`src/rtl/pport_pkg.sv`:
```
package pport_pkg;

    localparam int BYTE_W = 8;
    localparam int STAT_HI_W = 5;

    typedef logic [BYTE_W-1:0] byte_t;

    typedef enum logic [1:0] {
        SEL_DATA = 2'd0,
        SEL_STAT = 2'd1,
        SEL_CTRL = 2'd2,
        SEL_NONE = 2'd3
    } reg_sel_e;

    typedef struct packed {
        logic ext;
        logic epp;
        logic ecp;
        logic ecp_epp;
    } mode_t;

    localparam int CB_STB = 0;
    localparam int CB_AFD = 1;
    localparam int CB_IE  = 4;
    localparam int CB_DIR = 5;

    localparam byte_t IE_MASK       = byte_t'(1) << CB_IE;
    localparam byte_t DIR_MASK      = byte_t'(1) << CB_DIR;
    localparam byte_t CTRL_FIXED_HI = 8'hC0;
    localparam byte_t DATA_RST      = 8'hFF;
    localparam byte_t CTRL_RST      = 8'h00;
    localparam byte_t OPEN_BUS      = 8'hFF;
    localparam logic [STAT_HI_W-1:0] STAT_HI_NONE = 5'b11011;

    function automatic logic mode_plain(input mode_t m);
        return !(m.epp || m.ecp);
    endfunction

    function automatic logic mode_epp_regs(input mode_t m);
        return m.epp || (m.ecp && m.ecp_epp);
    endfunction

endpackage

```
`src/rtl/pport_decode.sv`:
```
module pport_decode
    import pport_pkg::*;
#(
    parameter int ADDR_W = 3
) (
    input  logic [ADDR_W-1:0] addr,
    input  logic              legacy,
    output reg_sel_e          sel
);
    localparam int NARROW_W = 2;

    logic [ADDR_W-1:0] off;

    always_comb begin
        if (legacy)
            off = {{(ADDR_W-NARROW_W){1'b0}}, addr[NARROW_W-1:0]};
        else
            off = addr;
        case (off)
            ADDR_W'(0): sel = SEL_DATA;
            ADDR_W'(1): sel = SEL_STAT;
            ADDR_W'(2): sel = SEL_CTRL;
            default:    sel = SEL_NONE;
        endcase
    end
endmodule

```
`src/rtl/pport_ctrl.sv`:
```
module pport_ctrl
    import pport_pkg::*;
(
    input  logic  clk,
    input  logic  rst,
    input  logic  wr_en,
    input  byte_t wdata,
    input  mode_t mode,
    input  logic  rb_valid,
    input  byte_t rb_val,
    output byte_t ctrl_q,
    output logic  ie,
    output byte_t rd_val
);
    byte_t ie_byte;
    byte_t raw;

    always_ff @(posedge clk) begin
        if (rst)
            ctrl_q <= CTRL_RST;
        else if (wr_en)
            ctrl_q <= wdata;
    end

    assign ie      = ctrl_q[CB_IE];
    assign ie_byte = ie ? IE_MASK : '0;

    always_comb begin
        if (rb_valid)
            raw = (rb_val & ~IE_MASK) | ie_byte;
        else
            raw = CTRL_FIXED_HI | ctrl_q | ie_byte;
        raw = raw & ~DIR_MASK;

        rd_val = raw;
        if (mode_plain(mode))
            rd_val = rd_val | DIR_MASK;
        if (mode.ecp)
            rd_val[CB_AFD:CB_STB] = ctrl_q[CB_AFD:CB_STB];
    end
endmodule

```
`src/rtl/pport_irq.sv`:
```
module pport_irq (
    input  logic clk,
    input  logic rst,
    input  logic ie,
    input  logic ctrl_wr,
    input  logic ctrl_wr_ie,
    input  logic stat_rd,
    input  logic ext,
    input  logic raise,
    input  logic lower,
    output logic pend
);
    logic clr;

    assign clr = (ctrl_wr && !ctrl_wr_ie) || (stat_rd && ext);

    always_ff @(posedge clk) begin
        if (rst || clr || !ie)
            pend <= 1'b0;
        else if (raise)
            pend <= 1'b1;
        else if (lower)
            pend <= 1'b0;
    end
endmodule

```
`src/rtl/pport_status.sv`:
```
module pport_status
    import pport_pkg::*;
(
    input  mode_t                 mode,
    input  logic                  pend,
    input  logic                  ie,
    input  logic                  present,
    input  logic [STAT_HI_W-1:0]  pstat,
    output byte_t                 rd_val
);
    logic [STAT_HI_W-1:0]        hi;
    logic [BYTE_W-STAT_HI_W-1:0] lo;

    always_comb begin
        hi = present ? pstat : STAT_HI_NONE;
        if (!mode_plain(mode))
            lo = {(ie ? !pend : 1'b1), 1'b1, !mode_epp_regs(mode)};
        else if (mode.ext)
            lo = {!pend, 2'b11};
        else
            lo = 3'b111;
        rd_val = {hi, lo};
    end
endmodule

```
`src/rtl/pport_data.sv`:
```
module pport_data
    import pport_pkg::*;
(
    input  logic  clk,
    input  logic  rst,
    input  logic  wr_en,
    input  byte_t wdata,
    input  logic  ext,
    input  logic  dir,
    output byte_t latch_q,
    output byte_t pins_q
);
    logic drive_ok;

    assign drive_ok = !ext || !dir;

    always_ff @(posedge clk) begin
        if (rst) begin
            latch_q <= DATA_RST;
            pins_q  <= DATA_RST;
        end else if (wr_en) begin
            latch_q <= wdata;
            if (drive_ok)
                pins_q <= wdata;
        end
    end
endmodule

```
`src/rtl/pport_regs.sv`:
```
module pport_regs
    import pport_pkg::*;
#(
    parameter int ADDR_W = 3
) (
    input  logic              clk,
    input  logic              rst,
    input  logic [ADDR_W-1:0] bus_addr,
    input  logic              bus_rd,
    input  logic              bus_wr,
    input  logic [7:0]        bus_wdata,
    output logic [7:0]        bus_rdata,
    input  logic              cfg_legacy_base,
    input  logic              cfg_ext,
    input  logic              cfg_epp,
    input  logic              cfg_ecp,
    input  logic              cfg_ecp_epp,
    input  logic              periph_present,
    input  logic [4:0]        periph_status,
    input  logic              periph_ctrl_valid,
    input  logic [7:0]        periph_ctrl,
    input  logic              ack_raise,
    input  logic              ack_lower,
    output logic [7:0]        pin_data,
    output logic              pin_strobe,
    output logic              pin_autofeed,
    output logic              irq
);
    reg_sel_e sel;
    mode_t    mode;
    byte_t    ctrl_q;
    byte_t    ctrl_rd;
    byte_t    stat_rd;
    byte_t    data_q;
    logic     ie;
    logic     dir;
    logic     pend;
    logic     wr_data, wr_ctrl, rd_stat;

    assign mode = '{ext: cfg_ext, epp: cfg_epp, ecp: cfg_ecp, ecp_epp: cfg_ecp_epp};

    pport_decode #(.ADDR_W(ADDR_W)) u_dec (
        .addr   (bus_addr),
        .legacy (cfg_legacy_base),
        .sel    (sel)
    );

    assign wr_data = bus_wr && (sel == SEL_DATA);
    assign wr_ctrl = bus_wr && (sel == SEL_CTRL);
    assign rd_stat = bus_rd && (sel == SEL_STAT);

    pport_ctrl u_ctrl (
        .clk      (clk),
        .rst      (rst),
        .wr_en    (wr_ctrl),
        .wdata    (bus_wdata),
        .mode     (mode),
        .rb_valid (periph_ctrl_valid),
        .rb_val   (periph_ctrl),
        .ctrl_q   (ctrl_q),
        .ie       (ie),
        .rd_val   (ctrl_rd)
    );

    assign dir = ctrl_q[CB_DIR];

    pport_irq u_irq (
        .clk        (clk),
        .rst        (rst),
        .ie         (ie),
        .ctrl_wr    (wr_ctrl),
        .ctrl_wr_ie (bus_wdata[CB_IE]),
        .stat_rd    (rd_stat),
        .ext        (cfg_ext),
        .raise      (ack_raise),
        .lower      (ack_lower),
        .pend       (pend)
    );

    pport_status u_stat (
        .mode    (mode),
        .pend    (pend),
        .ie      (ie),
        .present (periph_present),
        .pstat   (periph_status),
        .rd_val  (stat_rd)
    );

    pport_data u_data (
        .clk     (clk),
        .rst     (rst),
        .wr_en   (wr_data),
        .wdata   (bus_wdata),
        .ext     (cfg_ext),
        .dir     (dir),
        .latch_q (data_q),
        .pins_q  (pin_data)
    );

    always_comb begin
        case (sel)
            SEL_DATA: bus_rdata = data_q;
            SEL_STAT: bus_rdata = stat_rd;
            SEL_CTRL: bus_rdata = ctrl_rd;
            default:  bus_rdata = OPEN_BUS;
        endcase
    end

    assign pin_strobe   = ctrl_q[CB_STB];
    assign pin_autofeed = ctrl_q[CB_AFD];
    assign irq          = pend;
endmodule

```
`config.mk`:
```
export PLATFORM = sky130hd
export DESIGN_NAME = pport_regs
export DESIGN_NICKNAME = d
export VERILOG_FILES = /design/src/rtl/pport_pkg.sv /design/src/rtl/pport_decode.sv /design/src/rtl/pport_ctrl.sv /design/src/rtl/pport_irq.sv /design/src/rtl/pport_status.sv /design/src/rtl/pport_data.sv /design/src/rtl/pport_regs.sv
export SDC_FILE = /design/constraint.sdc
export NUM_CORES = 1
export LEC_CHECK = 0
export BUFFER_PORTS_ARGS = -buffer_cell sky130_fd_sc_hd__buf_2
export CAP_MARGIN = 40
export CORE_MARGIN = 4
export CORE_UTILIZATION = 30
export CTS_CLUSTER_SIZE = 14
export DETAILED_ROUTE_END_ITERATION = 10
export SLEW_MARGIN = 20
export SYNTH_ARGS = -nofsm -noshare
export SYNTH_HDL_FRONTEND = slang
export SYNTH_SLANG_ARGS = --single-unit
```
`constraint.sdc`:
```
create_clock -name clk -period 1.3 [get_ports clk]
set_clock_uncertainty 0.15 [all_clocks]
set_input_delay 0.195 -clock clk [delete_from_list [all_inputs] [get_ports clk]]
set_output_delay 0.195 -clock clk [all_outputs]
set_load 0.01 [all_outputs]
```
After elaboration in Yosys (flattened, before gate mapping)
Cells that the tools add are included.
{"block": "classes", "n_bitwise": 2, "muxes": 13, "n_eq_ne": 4, "reduce_logical": 22}
{"cell": "one-hot mux 8 bit (3 select lines)", "n": 1}
{"cell": "two-way mux 5 bit", "n": 2}
{"cell": "two-way mux 3 bit", "n": 3}
{"cell": "two-way mux 8 bit", "n": 1}
{"cell": "bitwise OR 8 x 5 -> 8 bit", "n": 1}
{"cell": "bitwise OR 8 bit", "n": 1}
{"cell": "logical AND 1 bit", "n": 6}
{"cell": "zero test 1 bit", "n": 6}
{"cell": "logical OR 1 bit", "n": 6}
{"cell": "two-way mux 6 bit", "n": 1}
{"cell": "one-hot mux 2 bit (3 select lines)", "n": 1}
{"cell": "equality test 3 x 1 -> 1 bit, second input constant", "n": 1}
{"cell": "equality test 3 x 2 -> 1 bit, second input constant", "n": 1}
{"cell": "zero test 3 bit", "n": 1}
{"cell": "two-way mux 1 bit", "n": 3}
{"cell": "equality test 2 x 1 -> 1 bit, second input constant", "n": 1}
{"cell": "equality test 2 bit, second input constant", "n": 1}
{"cell": "zero test 2 bit", "n": 1}
{"cell": "two-way mux 2 bit", "n": 1}
{"cell": "AND reduction 2 bit", "n": 1}
{"cell": "nonzero test 2 bit", "n": 1}
{"block": "totals", "reg_bits": 23, "input_bits": 37, "word_cells": 45, "out_inout_bits": 19}

Logic depth before layout (Yosys ltp)
{"block": "logic_depth", "word_depth": 9, "mapped_depth": 5, "depth_no_buf": 3}

By module
Synthesis repeated with hierarchy kept, for this count alone.
{"block": "hier_totals", "cells_unflattened": 125, "hier_area_um2": 1326.3}
{"module": "pport_data", "cells_each": 45, "seq_area_each_um2": 320.3, "area_each_um2": 566.8, "n_inst": 1}
{"module": "pport_ctrl", "cells_each": 36, "seq_area_each_um2": 160.2, "area_each_um2": 381.6, "n_inst": 1}
{"module": "pport_regs", "cells_each": 24, "seq_area_each_um2": 0.0, "area_each_um2": 237.7, "n_inst": 1}
{"module": "pport_status", "cells_each": 11, "seq_area_each_um2": 0.0, "area_each_um2": 67.6, "n_inst": 1}
{"module": "pport_irq", "cells_each": 6, "seq_area_each_um2": 20.0, "area_each_um2": 53.8, "n_inst": 1}
{"module": "pport_decode", "cells_each": 3, "seq_area_each_um2": 0.0, "area_each_um2": 18.8, "n_inst": 1}

Least setup slack after synthesis
OpenSTA, ideal clock, no wires.
{"block": "synth_timing", "path_kind": "input to output", "start": "input bus_addr[1]", "end": "output bus_rdata[0]", "arrival_ps": 1220, "setup_slack_ps": -265, "cell_stages": 4, "required_time_ps": 955, "path_buffers": 2, "cell_sequence": "clkbuf_1 buf_2 nor2_1 o311ai_0"}
{"block": "synth_via", "elab_chain_len": 5, "elab_cells_between_ends": 9, "classes_between": "eq/ne: 4; mux: 3; reduce/logical: 2"}
{"element": "from (decl)", "line": "pport_regs.sv:8", "rtl": "input logic [ADDR_W-1:0] bus_addr,"}
{"element": "two-way mux 3 bit (*)", "line": "pport_decode.sv:15", "rtl": "if (legacy)"}
{"element": "equality test 3 x 2 -> 1 bit, or another cell as far along", "line": "pport_decode.sv:19", "rtl": "case (off)"}
{"element": "one-hot mux 2 bit (3 select lines) (*)", "line": "pport_decode.sv:19"}
{"element": "equality test 2 bit, or another cell as far along", "line": "pport_regs.sv:101", "rtl": "case (sel)"}
{"element": "one-hot mux 8 bit (3 select lines) (*)", "line": "pport_regs.sv:101"}
{"element": "to (decl)", "line": "pport_regs.sv:12", "rtl": "output logic [7:0] bus_rdata,"}
Mark *: on every way between the ends. The rest lies on a longest branch, timed or not.

Worst setup path in the final report
{"block": "layout_timing", "start": "register u_ctrl.ctrl_q[2]", "end": "output bus_rdata[2]"}
{"block": "layout_via", "elab_chain_len": 4}
{"element": "from (decl)", "line": "pport_ctrl.sv:11", "rtl": "output byte_t ctrl_q,"}
{"element": "from (signal assigned)", "line": "pport_ctrl.sv:22", "rtl": "ctrl_q <= wdata;"}
{"element": "bitwise OR 8 x 5 -> 8 bit", "line": "pport_ctrl.sv:32", "rtl": "raw = CTRL_FIXED_HI | ctrl_q | ie_byte;"}
{"element": "two-way mux 8 bit", "line": "pport_ctrl.sv:29", "rtl": "if (rb_valid)"}
{"element": "two-way mux 6 bit", "line": "pport_ctrl.sv:36", "rtl": "if (mode_plain(mode))"}
{"element": "one-hot mux 8 bit (3 select lines)", "line": "pport_regs.sv:101"}
No other way between the ends.

==> results.py <==
metrics = {
    "yosys": {
        "synth_xor_area_share_pct": 0,
        "async_flop_share_pct": 0,
        "muxShareOfSynthArea_pct": 9.28,
        "synth_area_leaders": "dfxtp_1 36%, mux2i_1 9.3%, o21ai_0 7.7%",
        "synth_area_um2": 1290,
        "yosys.area_share.adder_pct": 0,
        "synth_ff_type": "dfxtp_1",
        "synth_edf_count": 0,
        "synthCells": 164,
        "yosysTopAreaCellShare_pct": 35.6,
        "synth_top_cell_by_area": "dfxtp_1",
        "syn-num-nets": 201,
        "yosysUniqueCellTypes": 31,
        "avgSynthCellArea_um2": 7.90,
        "yosys_warnings": 0,
        "synth_top_family_by_area": "simple AND/OR/NAND/NOR gates",
        "synthTopCellsByCount": "23 x dfxtp_1, 23 x nor2_1, 20 x o21ai_0",
        "synth-seq-cells": 23,
        "seq_area_frac_synth_pct": 35.6,
        "synth_compound_area_share_pct": 22.3,
        "synthSimpleGateAreaFrac_pct": 26.8,
    },
    "global_routing": {
        "grt_pass1_vias": 1395,
        "grt_max_degree": 23,
        "grt_pass1_wl_mm": 6.26,
        "grt_overflow": 0,
        "antenna_found_initial": 0,
        "grt_usage_pct": 14.7,
    },
    "pwr": {
        "p_sw_uw": 426,
        "p_comb_share_pct": 23.0,
        "internal-power_uw": 1110,
        "p_leak_uw": 0.000756,
        "power.density_nw_per_um2": 830,
        "pwr-share-clk_pct": 29.0,
        "seqPwrFrac_pct": 48.0,
        "ir_drop_uv": 491,
        "switching_share_pct": 27.7,
    },
    "die": {
        "die_width_um": 73.7,
        "rows": 23,
        "dieArea_um2": 5430,
        "start_util_pct": 31.7,
        "io_pins": 56,
        "core_um2": 4090,
        "fp.dieH_um": 73.7,
    },
    "timing": {
        "hold_viol": 0,
        "relSlewSlack_pct": 78.0,
        "maxSlewViolCount": 0,
        "finalSetupViolations": 8,
        "fmax_mhz": 634,
        "setup_ws_ps": -278,
        "min_period_ps": 1580,
        "rsz0062_at_grt": "true",
        "worst_slew_pin_slew_ps": 329,
        "final.period_utilization_pct": 121,
    },
    "placed_design": {
        "numPortBuffers": 53,
        "gp_congestion": 0.825,
        "place_inst": 275,
        "place_hpwl_mm": 3.11,
    },
    "critical_path": {
        "crit_path_end_kind": "output pin",
        "start_kind": "flip-flop",
        "slowest_stage": "dfxtp_2",
        "crit_chain": "mux2i_1, a21oi_1, o32a_1, buf_2",
        "required_ps": 950,
        "cp_max_fo": 2,
        "max_stage_delay_ps": 330,
        "worstSetupPathType": "flip-flop to output pin",
        "arrival_ps": 1230,
    },
    "clocking": {
        "cts_tree": "done",
        "cts.sinks": 23,
        "clock_latency_ps": 260,
        "clockRootBuffer": "clkbuf_8",
        "cts_made_buffers": 3,
        "path_clk_slew_ps": 80,
        "cts-htree-levels": 1,
        "clockBufferDepth": 2,
    },
    "layout": {
        "area_delta_synth_final_pct": 43.2,
        "final_cells": 280,
        "drive_above_1_share_pct": 45.7,
        "final_util_pct": 45.4,
        "nets": 268,
        "num_antenna_cells": 0,
    },
    "min_path": {
        "hp-class": "input port to flip-flop",
    },
    "detailed_routing": {
        "routed_wl_mm": 3.97,
        "num_vias": 1413,
        "routed_via_density": 5.05,
        "drtPass1Iterations": 5,
        "wire_per_inst_um": 14.2,
        "ant_nets": 0,
        "drc": 0,
        "drt_iter0_drc": 35,
    },
    "status": {
        "violations": "setup timing",
        "status": "finished with violations",
    },
    "run": {
        "drv_cap": 0,
    },
}
==> metrics by stage <==
step	hold slack [ps]	instance area [µm²]	setup slack, ps	setup TNS [ps]	total power [µW]
final	45.5	1850	-278	-1360	1540
after CTS	46.5	1830	-291	-1530	1550
after detailed placement	325	1740	-187	-3530	1090
after global routing	54.5	1850	-326	-1820	1610
after global placement	330	1740	-150	-3250	1090
after floorplan	193	1300	-161	-1290	921
==> cells by family (layout without fill, tap and decap cells) <==
| kind of cell | Yosys count | after routing |
|---|---|---|
| and+or+nand+nor | 64 | 64 |
| DFF | 23 | 23 |
| muxes | 12 | 12 |
| AOI/OAI and AO/OA | 47 | 47 |
| buffers and inverters | 18 | 84 |
==> layer usage <==
| layer | routed length, µm | global-route usage (%) |
|---|---|---|
| met4 | 52 | 5.63 |
| met3 | 290 | 1.92 |
| met5 | 0 | 0 |
| met1 | 1820 | 19.8 |
| met2 | 1810 | 23.6 |
==> repair_timing <==
action,in CTS,in global routing
pin swaps,10,5
setup buffers,1,0
setup endpoints to repair,8,23
hold buffers,0,0
gates resized for setup,16,9
==> final cells by class <==
type                    count  area, µm²
flip-flops and latches     23        473
multi-input cells         123        801
well taps                  50       62.6
fillers                   437       2230
repair buffers             77        462
clock buffers               4       45.0
inverters                   3       11.3
==> critical path: cells and delay by family (launching register included) <==
kind | cells | cell delay, ps
compound gates | 2 | 370
flops | 1 | 330
buf+inv | 1 | 140
mux | 1 | 130
==> power groups by stage <==
stage | clock, µW | combinational (µW) | sequential [µW]
2_1_floorplan | 0 | 166 | 755
3_3_place_gp | 0 | 336 | 753
3_5_place_dp | 0 | 339 | 753
4_1_cts | 459 | 350 | 738
5_1_grt | 483 | 388 | 741
6_report | 446 | 354 | 738
==> path summary, 6_finish.rpt <==
kind / depth (start not counted) / startpoint / slack, ps / endpoint
worst min register to register: 2 / u_ctrl.ctrl_q[3]$_SDFFE_PP0N_ / 340 / u_ctrl.ctrl_q[3]$_SDFFE_PP0N_
worst max-delay path: 4 / u_ctrl.ctrl_q[2]$_SDFFE_PP0N_ / -280 / bus_rdata[2]
worst min-delay path: 3 / rst / 50 / u_data.latch_q[0]$_SDFFE_PP1P_
worst max register to register: 3 / u_ctrl.ctrl_q[5]$_SDFFE_PP0N_ / 60 / u_data.pins_q[0]$_SDFFE_PP1P_
==> cell usage in the layout, fill, tap and decap left out, types with 8 or more instances in the layout <==
cell type	count
buf_4	22
dfxtp_2	10
nand3_1	8
mux2i_1	12
a31oi_1	8
o21ai_0	16
buf_2	53
a21oi_1	9
nor2_1	22
nor4_1	9
dfxtp_1	13
==> state kept, by name, summed over array words and instances (netlist names) <==
signal	count
u_data.pins_q	8
u_data.latch_q	8
u_ctrl.ctrl_q	6
u_irq.pend	1
(Power assumes the default switching activity.)
